===== src/rtl/lcs_pkg.sv =====
// Package: shared state type and output decode for the leaf divider clear
// sequencer. Assumes every output is a pure function of the state.
package lcs_pkg;

    typedef enum logic [2:0] {
        S_IDLE         = 3'd0,
        S_STOP_CLK     = 3'd1,
        S_WAIT_STOP    = 3'd2,
        S_ASSERT_CLR   = 3'd3,
        S_HOLD_CLR     = 3'd4,
        S_RELEASE_WAIT = 3'd5,
        S_ENABLE       = 3'd6
    } seq_state_t;

    typedef struct packed {
        logic ce;
        logic clr_n;
        logic busy;
        logic done;
    } seq_out_t;

    // Map a state to the output levels it drives.
    function automatic seq_out_t decode_out(seq_state_t s);
        seq_out_t o;
        o.ce    = (s == S_IDLE) || (s == S_ENABLE);
        o.clr_n = !((s == S_ASSERT_CLR) || (s == S_HOLD_CLR));
        o.busy  = (s != S_IDLE);
        o.done  = (s == S_ENABLE);
        return o;
    endfunction

endpackage


===== src/rtl/lcs_req_latch.sv =====
// Request latch: remembers any request until the sequencer takes it.
// Assumes take is asserted only in the cycle the sequencer leaves idle.
module lcs_req_latch (
    input  logic clk,
    input  logic rst_n,
    input  logic req_i,
    input  logic take_i,
    output logic pend_o
);

    logic pend_q;

    // Set on any request, cleared when consumed; a same-cycle request wins.
    always_ff @(posedge clk) begin
        if (!rst_n) pend_q <= 1'b0;
        else        pend_q <= req_i | (pend_q & ~take_i);
    end

    assign pend_o = pend_q;

    // a sampled request is always remembered.
    a_r5_req_latched: assert property (@(posedge clk) disable iff (!rst_n)
        req_i |=> pend_q);

endmodule


===== src/rtl/lcs_timer.sv =====
// Down-counter for phase lengths: loads a value, counts to zero and holds.
// Assumes the caller loads N-1 to stay N cycles in a timed state.
module lcs_timer #(
    parameter int CW = 4
) (
    input  logic          clk,
    input  logic          rst_n,
    input  logic          load_i,
    input  logic [CW-1:0] load_val_i,
    output logic          zero_o
);

    logic [CW-1:0] cnt_q;

    // Load on request, otherwise decrement until zero.
    always_ff @(posedge clk) begin
        if (!rst_n)             cnt_q <= '0;
        else if (load_i)        cnt_q <= load_val_i;
        else if (cnt_q != '0)   cnt_q <= cnt_q - 1'b1;
    end

    assign zero_o = (cnt_q == '0);

    // an expired timer never wraps around without a new load.
    a_r3_timer_no_wrap: assert property (@(posedge clk) disable iff (!rst_n)
        (!load_i && cnt_q == '0) |=> (cnt_q == '0));

endmodule


===== src/rtl/lcs_fsm.sv =====
// Sequencer state machine: stop clock, wait, clear, hold, release, settle,
// re-enable. Outputs are registered from the next state, so they never glitch.
// Assumes the timer counts N-1..0 after a load and reports zero at 0.
module lcs_fsm
    import lcs_pkg::*;
#(
    parameter int STOP_CYC   = 8,
    parameter int CLR_CYC    = 4,
    parameter int SETTLE_CYC = 2,
    parameter int CW         = 4
) (
    input  logic          clk,
    input  logic          rst_n,
    input  logic          pend_i,
    input  logic          tmr_zero_i,
    output logic          take_o,
    output logic          tmr_load_o,
    output logic [CW-1:0] tmr_val_o,
    output logic          ce_o,
    output logic          clr_n_o,
    output logic          busy_o,
    output logic          done_o
);

    seq_state_t state_q, state_d;
    seq_out_t   out_q;

    // Next state, timer loads and request take.
    always_comb begin
        state_d    = state_q;
        take_o     = 1'b0;
        tmr_load_o = 1'b0;
        tmr_val_o  = '0;
        unique case (state_q)
            S_IDLE: if (pend_i) begin
                state_d = S_STOP_CLK;
                take_o  = 1'b1;
            end
            S_STOP_CLK: begin
                state_d    = S_WAIT_STOP;
                tmr_load_o = 1'b1;
                tmr_val_o  = CW'(STOP_CYC - 1);
            end
            S_WAIT_STOP: if (tmr_zero_i) state_d = S_ASSERT_CLR;
            S_ASSERT_CLR: begin
                state_d    = S_HOLD_CLR;
                tmr_load_o = 1'b1;
                tmr_val_o  = CW'(CLR_CYC - 2);
            end
            S_HOLD_CLR: if (tmr_zero_i) begin
                state_d    = S_RELEASE_WAIT;
                tmr_load_o = 1'b1;
                tmr_val_o  = CW'(SETTLE_CYC - 1);
            end
            S_RELEASE_WAIT: if (tmr_zero_i) state_d = S_ENABLE;
            S_ENABLE: state_d = S_IDLE;
            default: state_d = S_ASSERT_CLR;
        endcase
    end

    // State and output registers; reset parks in the clear phase.
    always_ff @(posedge clk) begin
        if (!rst_n) begin
            state_q <= S_ASSERT_CLR;
            out_q   <= decode_out(S_ASSERT_CLR);
        end else begin
            state_q <= state_d;
            out_q   <= decode_out(state_d);
        end
    end

    assign ce_o    = out_q.ce;
    assign clr_n_o = out_q.clr_n;
    assign busy_o  = out_q.busy;
    assign done_o  = out_q.done;

    // Checker counter: cycles with clear high and clock stopped since the clear.
    logic [CW:0] settle_q;
    always_ff @(posedge clk) begin
        if (!rst_n || !out_q.clr_n)                    settle_q <= '0;
        else if (!out_q.ce && settle_q != {(CW+1){1'b1}}) settle_q <= settle_q + 1'b1;
    end

    // the clock is already stopped when the clear falls.
    a_r1_stop_before_clear: assert property (@(posedge clk) disable iff (!rst_n)
        $fell(clr_n_o) |-> !$past(ce_o));
    // the clock enable is never high while the clear is low.
    a_r2_no_ce_in_clear: assert property (@(posedge clk) disable iff (!rst_n)
        !clr_n_o |-> !ce_o);
    // the enable rises only after the full settle interval.
    a_r3_settle_met: assert property (@(posedge clk) disable iff (!rst_n)
        $rose(ce_o) |-> (settle_q >= (CW+1)'(SETTLE_CYC)));
    // done is a single cycle and coincides with the enable.
    a_r4_done_single: assert property (@(posedge clk) disable iff (!rst_n)
        done_o |=> !done_o);
    a_r4_done_with_ce: assert property (@(posedge clk) disable iff (!rst_n)
        done_o |-> (ce_o && busy_o));

endmodule


===== src/rtl/leaf_clr_seq.sv =====
// Top of the leaf divider clear sequencer. Phase lengths are in control-clock
// cycles; the clear time is raised to a floor of 4 and the settle and stop
// waits to a floor of 1. Assumes the buffer takes the enable synchronously.
module leaf_clr_seq #(
    parameter int STOP_CYC   = 8,
    parameter int CLR_CYC    = 4,
    parameter int SETTLE_CYC = 2
) (
    input  logic clk,
    input  logic rst_n,
    input  logic clr_req_i,
    output logic busy_o,
    output logic done_o,
    output logic buf_ce_o,
    output logic leaf_clr_n_o
);

    localparam int STOP_EFF   = (STOP_CYC   < 1) ? 1 : STOP_CYC;
    localparam int CLR_EFF    = (CLR_CYC    < 4) ? 4 : CLR_CYC;
    localparam int SETTLE_EFF = (SETTLE_CYC < 1) ? 1 : SETTLE_CYC;
    localparam int MAX_A      = (STOP_EFF > CLR_EFF) ? STOP_EFF : CLR_EFF;
    localparam int MAX_C      = (MAX_A > SETTLE_EFF) ? MAX_A : SETTLE_EFF;
    localparam int CW         = $clog2(MAX_C + 1);

    logic          pend;
    logic          take;
    logic          tmr_load;
    logic [CW-1:0] tmr_val;
    logic          tmr_zero;

    lcs_req_latch u_latch (
        .clk    (clk),
        .rst_n  (rst_n),
        .req_i  (clr_req_i),
        .take_i (take),
        .pend_o (pend)
    );

    lcs_timer #(.CW(CW)) u_timer (
        .clk        (clk),
        .rst_n      (rst_n),
        .load_i     (tmr_load),
        .load_val_i (tmr_val),
        .zero_o     (tmr_zero)
    );

    lcs_fsm #(
        .STOP_CYC   (STOP_EFF),
        .CLR_CYC    (CLR_EFF),
        .SETTLE_CYC (SETTLE_EFF),
        .CW         (CW)
    ) u_fsm (
        .clk        (clk),
        .rst_n      (rst_n),
        .pend_i     (pend),
        .tmr_zero_i (tmr_zero),
        .take_o     (take),
        .tmr_load_o (tmr_load),
        .tmr_val_o  (tmr_val),
        .ce_o       (buf_ce_o),
        .clr_n_o    (leaf_clr_n_o),
        .busy_o     (busy_o),
        .done_o     (done_o)
    );

    // a pending request in idle always leads to a busy cycle next.
    a_r6_idle_takes: assert property (@(posedge clk) disable iff (!rst_n)
        (pend && !busy_o) |=> busy_o);

endmodule


===== config.mk =====
export PLATFORM = sky130hd
export DESIGN_NAME = leaf_clr_seq
export DESIGN_NICKNAME = d
export VERILOG_FILES = /design/src/rtl/lcs_pkg.sv /design/src/rtl/lcs_req_latch.sv /design/src/rtl/lcs_timer.sv /design/src/rtl/lcs_fsm.sv /design/src/rtl/leaf_clr_seq.sv
export SDC_FILE = /design/constraint.sdc
export NUM_CORES = 1
export LEC_CHECK = 0
export BUFFER_PORTS_ARGS = -buffer_cell sky130_fd_sc_hd__clkbuf_2
export CORE_AREA = 2 2 51 53
export CTS_CLUSTER_SIZE = 24
export DETAILED_ROUTE_END_ITERATION = 6
export DIE_AREA = 0 0 53 55
export GPL_TIMING_DRIVEN = 0
export SLEW_MARGIN = 20
export SYNTH_ARGS = -nofsm -noshare
export SYNTH_HDL_FRONTEND = slang
export SYNTH_SLANG_ARGS = --single-unit
export TNS_END_PERCENT = 30

===== constraint.sdc =====
create_clock -name clk -period 3.6 [get_ports clk]
set_input_delay 0.18 -clock clk [delete_from_list [all_inputs] [get_ports clk]]
set_output_delay 0.18 -clock clk [all_outputs]
set_load 0.01 [all_outputs]

==> run metrics, run 1 <==
outcome=finished clean; first-pass GRT wire length=roughly 2000 um; CP Launch Type=register; CP Data Arrival Time=roughly 1700 ps; Worst Tran Pin Value=around 460 ps; vias post-DR=between 500 and 600; max-slew violation count=0; top_reg_cell synth=dfxtp_1; Final Hold Fails=0; Lkg Pwr=~0.28 nW; Simple-Gate Fraction of Synth Area=between 20% and 30%; pwr dens=slightly above 800 nW/um^2; # Max-Cap Violations=0; CTS tree=built; most frequent cells after synthesis=dfxtp_1 (12), nor2_1 (6), a21oi_1 (4), inv_1 (4); vias in the first global route=~470; worst-path fanout max=7; Reg-to-Reg Start=u_timer.cnt_q[1]; Final ANT Viol Nets=0; hold_ws=between 100 and 150 ps; Fill cells=257; # port buffers=5; number of DRC markers in iteration 0=14; CTS Sinks=12; share of cells above drive strength 1=25.0%; Rows=18; hpwl dp=around 930 um; CP required=between 3000 and 4000 ps; main combinational cell family by area after synthesis=simple AND/OR/NAND/NOR gates; hold buffers post-CTS=0; Post-route DRC=0; footprint of the multi-input gates=~340 um^2; ys async rst share=0%; dpl ws=a little over 2000 ps; CP Launch Point=u_timer.cnt_q[1]; Synth Area in Compound Gates=between 10% and 20%; Die Ht=about 55 um; H-tree depth reported by CTS=1; initial antenna violation count=0; Max VDD drop=about 0.25 mV; Antenna Cells=0; synthesis-stage register bit count=12; top post-synthesis cells by area=dfxtp_1 (39%), nor3b_2 (4.0%), nor2_1 (3.6%), a21oi_1 (3.2%), mux2i_1 (3.2%); First-pass DRT Iterations=4; period utilisation layout=a little over two fifths; Mapped Nets=just over 70; post-synthesis mux area share=approximately 3.2%; finished layout cell area=between 700 and 800 um^2; Post-Route Setup TNS=0 ps; Clk Latency, worst-skew pair=about 260 ps; Post-CTS Resized=0; Slew HR=between 60% and 70%; die area=between 2000 and 3000 um^2; Yosys top cell by area=dfxtp_1; initial core utilization=26.2%; sequential cell area=240 um^2; Synth Area in Adders=between 2 and 2.5%; I/O pin total=7; number of synthesized flops with an enable pin=0; Post-Synthesis Cell Area=slightly above 600 um^2; post-synthesis xor/xnor area fraction=0%; Total Power=about 0.58 mW; cell area after placement=about 680 um^2; fmax=631 MHz; Worst-path clk slew=about 70 ps; vias per cell=between 5 and 6; DR WL/cell=around 12 um; pin count of the biggest net entering global routing=11; Synth cell types=31; Post-CTS Setup Bufs=0; Clock Skew=between 1 and 1.5 ps; Mapped Cells=approximately 70; Worst Setup Path Type=reg -> reg; CTS Buffer Depth=2; most numerous cell in the Yosys netlist=dfxtp_1; layout net count=slightly above 80; Placer Congestion=0.783; fin crit period=around 1600 ps; Hold Path Origin=clr_req_i; top cell type's share of synthesized area=roughly two fifths; Die W=~53 um; Syn Area/Cell=between 9 and 10 um^2; Core Region=2360 um^2; Root Buffer=clkbuf_4; CP endpoint kind=register; Hold Path Class=in -> reg; Register-to-Register Setup Slack=2020 ps; sequential area share after synthesis=38.7%; Total Routed Length=1250 um; Setup-failing EPs final=0; Congestion Overflow GR=0; GRT Overall Usage=a little under a tenth; Num CTS Buffers=3; P&R area growth vs syn=13.7%; worst setup margin=just over 2000 ps; RSZ-0062 raised after global routing=no; Yosys Warn Count=0
-- cell usage in the layout, fill, tap and decap left out, drive strengths merged --
cell type,count
buf,4
dfxtp,12
a32oi,1
a2111oi,1
nor3,4
or2,1
nand2,2
or3b,1
nand2b,3
o31a,1
a2bb2oi,1
or3,2
nand3b,1
o211ai,1
nor2b,3
o2111ai,1
o21bai,1
nand4,2
inv,4
ha,1
a311oi,1
nand3,3
nor3b,2
a21oi,4
clkbuf,9
o41ai,1
nor2,6
mux2i,2
a221oi,1
-- logic make-up (layout without fill, tap and decap cells) --
kind of cell,Yosys count,in the layout
buffers and inverters,9,17
and+or+nand+nor,30,30
muxes,2,2
adders and majority gates,1,1
AOI/OAI and AO/OA,14,14
DFF,12,12
-- per-stage QoR --
stage / instances / utilization, %
global placement: 103 / 28.9
CTS: 106 / 29.8
floorplan: 68 / -
global route: 106 / 29.8
finish: 106 / 29.8
detailed placement: 103 / 28.9
-- registers in the layout, summed over array words and instances (netlist names) --
signal,count
u_fsm.busy_o,1
u_fsm.ce_o,1
u_fsm.clr_n_o,1
u_fsm.done_o,1
u_fsm.state_q,3
u_latch.pend_o,1
u_timer.cnt_q,4
-- layout make-up --
cell class                 instances  area share [%]
buffer                             5            4.26
clock buffer                       3            3.19
inverter                           4            2.13
multi-input combinational         47            47.5
sequential                        12            34.0
tap                               30            5.32
timing repair buffer               5            3.55
-- final timing paths --
path / end / cells after the start
max: u_fsm.state_q[1] / 5
max reg2reg: u_fsm.state_q[1] / 5
min reg2reg: u_timer.cnt_q[0] / 2
min: u_latch.pend_o / 3
-- power breakdown --
part,internal [mW],switching [mW]
Combinational,0.127,0.162
Sequential,0.173,0.0317
Clock,0.0386,0.0432
Total,0.338,0.237
-- per-layer routing --
metal	wire length [um]	GRT usage (%)	up-vias
met5	0	0	-
met1	577	12.6	249
met2	604	13.8	17
met3	71	2.96	0
met4	0	3.85	0
li1	-	-	265
-- worst max-delay path, cell delays in order, from the launching register on --
cell,delay (ps)
dfxtp_1,320
inv_1,90
ha_1,210
nor3b_2,430
nor2_1,100
o41ai_1,310
No activity file was read; power rests on OpenSTA's default activity.
==> run 2, diff against run 1 <==
clock period = 1.6 ns   (was 3.6 ns; I/O delays follow)
==> run 2 against run 1 <==
  * Highest routed layer is now met4
  * Via count grew 1.7%
  * First-iteration DRC count shrank 71%
  * Cell area grew 4.8%
  * Combinational power grew to 2.6 times the previous value
  * Critical path depth grew 1
  * Global-route usage is the same
  * Final cell count grew 1.9%
  * Largest power group unchanged
  * Non-clock buffer count grew 2
==> run metrics, run 2 (synthesis gave the netlist of run 1 again) <==
outcome=finished clean; H-tree depth reported by CTS=1; vias in the first global route=473; Final ANT Viol Nets=0; top flop regs=u_timer.cnt_q: 4 flops, u_fsm.state_q: 3 flops; Slew HR=a little over two thirds; CP endpoint kind=register; met2 WL=just over 600 um; Clk Latency, worst-skew pair=270 ps; Die W=approximately 53 um; Hold Path Class=in -> reg; pwr dens=1900 nW/um^2; Max VDD drop=about 0.58 mV; Die Ht=roughly 55 um; P&R area growth vs syn=19.2%; Met1 Wirelength=about 600 um; commonest non-fill, non-tap cell in the layout=dfxtp_1; Worst-path clk slew=about 70 ps; Worst Setup Path Type=reg -> reg; CP Launch Type=register; Core Region=~2400 um^2; max layer used=met4; Total Power=~1.4 mW; fmax=~660 MHz; vias post-DR=540; max-slew violation count=0; CP Data Arrival Time=roughly 1600 ps; Placer Congestion=0.783; hold buffers post-CTS=0; die area=just under 3000 um^2; CTS Buffer Depth=2; number of DRC markers in iteration 0=4; CTS tree=built; Congestion Overflow GR=0; GRT Overall Usage=9.34%; Root Buffer=clkbuf_4; Worst Tran Pin Value=about 450 ps; finished layout cell area=approximately 740 um^2; I/O pin total=7; CP required=1730 ps; # Max-Cap Violations=0; Post-route DRC=0; CTS Sinks=12; leading cell types in the layout, fill and taps excluded=dfxtp_1 (12), nor2_1 (6), clkbuf_2 (5); first-pass GRT wire length=1990 um; CP max-delay cell=or3b_1; hpwl dp=~930 um; Num CTS Buffers=3; Setup-failing EPs final=0; Largest register FFs=4; CP bufs+invs=2; critical path cell sequence=inv_1 -> ha_4 -> or3b_1 -> buf_6 -> o211ai_2 -> o2111ai_1; initial core utilization=26.2%; Lkg Pwr=roughly 0.29 nW; Top reg by flops=u_timer.cnt_q; Rows=18; Top delay family on crit path=simple AND/OR/NAND/NOR gates; Clock Skew=around 0.73 ps; met3 wire len=68 um; share of cells above drive strength 1=between 20% and 30%; fin crit period=around 1500 ps; Final Hold Fails=0; First-pass DRT Iterations=4; Antenna Cells=0; pin count of the biggest net entering global routing=11; worst-path fanout max=6; vias per cell=about 5; CP max stage delay=roughly 360 ps; DR WL/cell=11.9 um; period utilisation layout=around 94%; Total Routed Length=1280 um; cell area after placement=between 600 and 700 um^2; # port buffers=5; layout net count=84; initial antenna violation count=0
[run 2: report_power, final]
part           switching (mW)  internal, mW
registers              0.0783         0.389
logic                   0.389         0.360
clock network          0.0981        0.0870
[run 2: layout make-up]
| class | instances | area (um^2) |
|---|---|---|
| sequential | 12 | 240 |
| tap | 30 | 37.5 |
| inverter | 4 | 15.0 |
| multi-input combinational | 47 | 354 |
| fill | 257 | 1630 |
| timing repair buffer | 7 | 40.0 |
| buffer | 5 | 30.0 |
| clock buffer | 3 | 22.5 |
[run 2: layer usage]
layer | track usage [%] | up-vias
met1 | 12.6 | 258
met4 | 3.85 | 0
met5 | 0 | -
met2 | 13.8 | 12
li1 | - | 267
met3 | 2.96 | 3
[run 2: worst paths after layout]
kind                                        from                to  slack [ps]  cells after the start
worst max-delay path            u_timer.cnt_q[1]  u_fsm.state_q[0]          90                      6
worst min register to register  u_timer.cnt_q[0]  u_timer.cnt_q[0]         550                      2
worst max register to register  u_timer.cnt_q[1]  u_fsm.state_q[0]          90                      6
worst min-delay path                   clr_req_i    u_latch.pend_o          40                      3
[run 2: worst register-to-register path: cells and delay by family (launching register included)]
| kind | cells | cell delay [ps] |
|---|---|---|
| simple gates | 1 | 360 |
| flops | 1 | 320 |
| compound gates | 2 | 270 |
| buf+inv | 2 | 260 |
| fa+ha+maj | 1 | 160 |
[run 2: per-stage QoR]
step / util (%) / setup TNS [ps] / hold WS (ps) / instances / setup WS [ps]
global route: 31.3 / -1.34 / 58.0 / 108 / -1.34
detailed placement: 28.9 / 0 / 325 / 103 / 51.8
global placement: 28.9 / 0 / 288 / 103 / 68.5
CTS: 29.8 / 0 / 36.1 / 106 / 22.1
floorplan: - / 0 / 197 / 68 / 189
finish: 31.3 / 0 / 36.3 / 108 / 94.8
[run 2: repair_timing]
| action | in CTS | in global routing |
|---|---|---|
| setup endpoints to repair | 0 | 2 |
| buffers inserted | 0 | 2 |
| resized for setup | 0 | 4 |
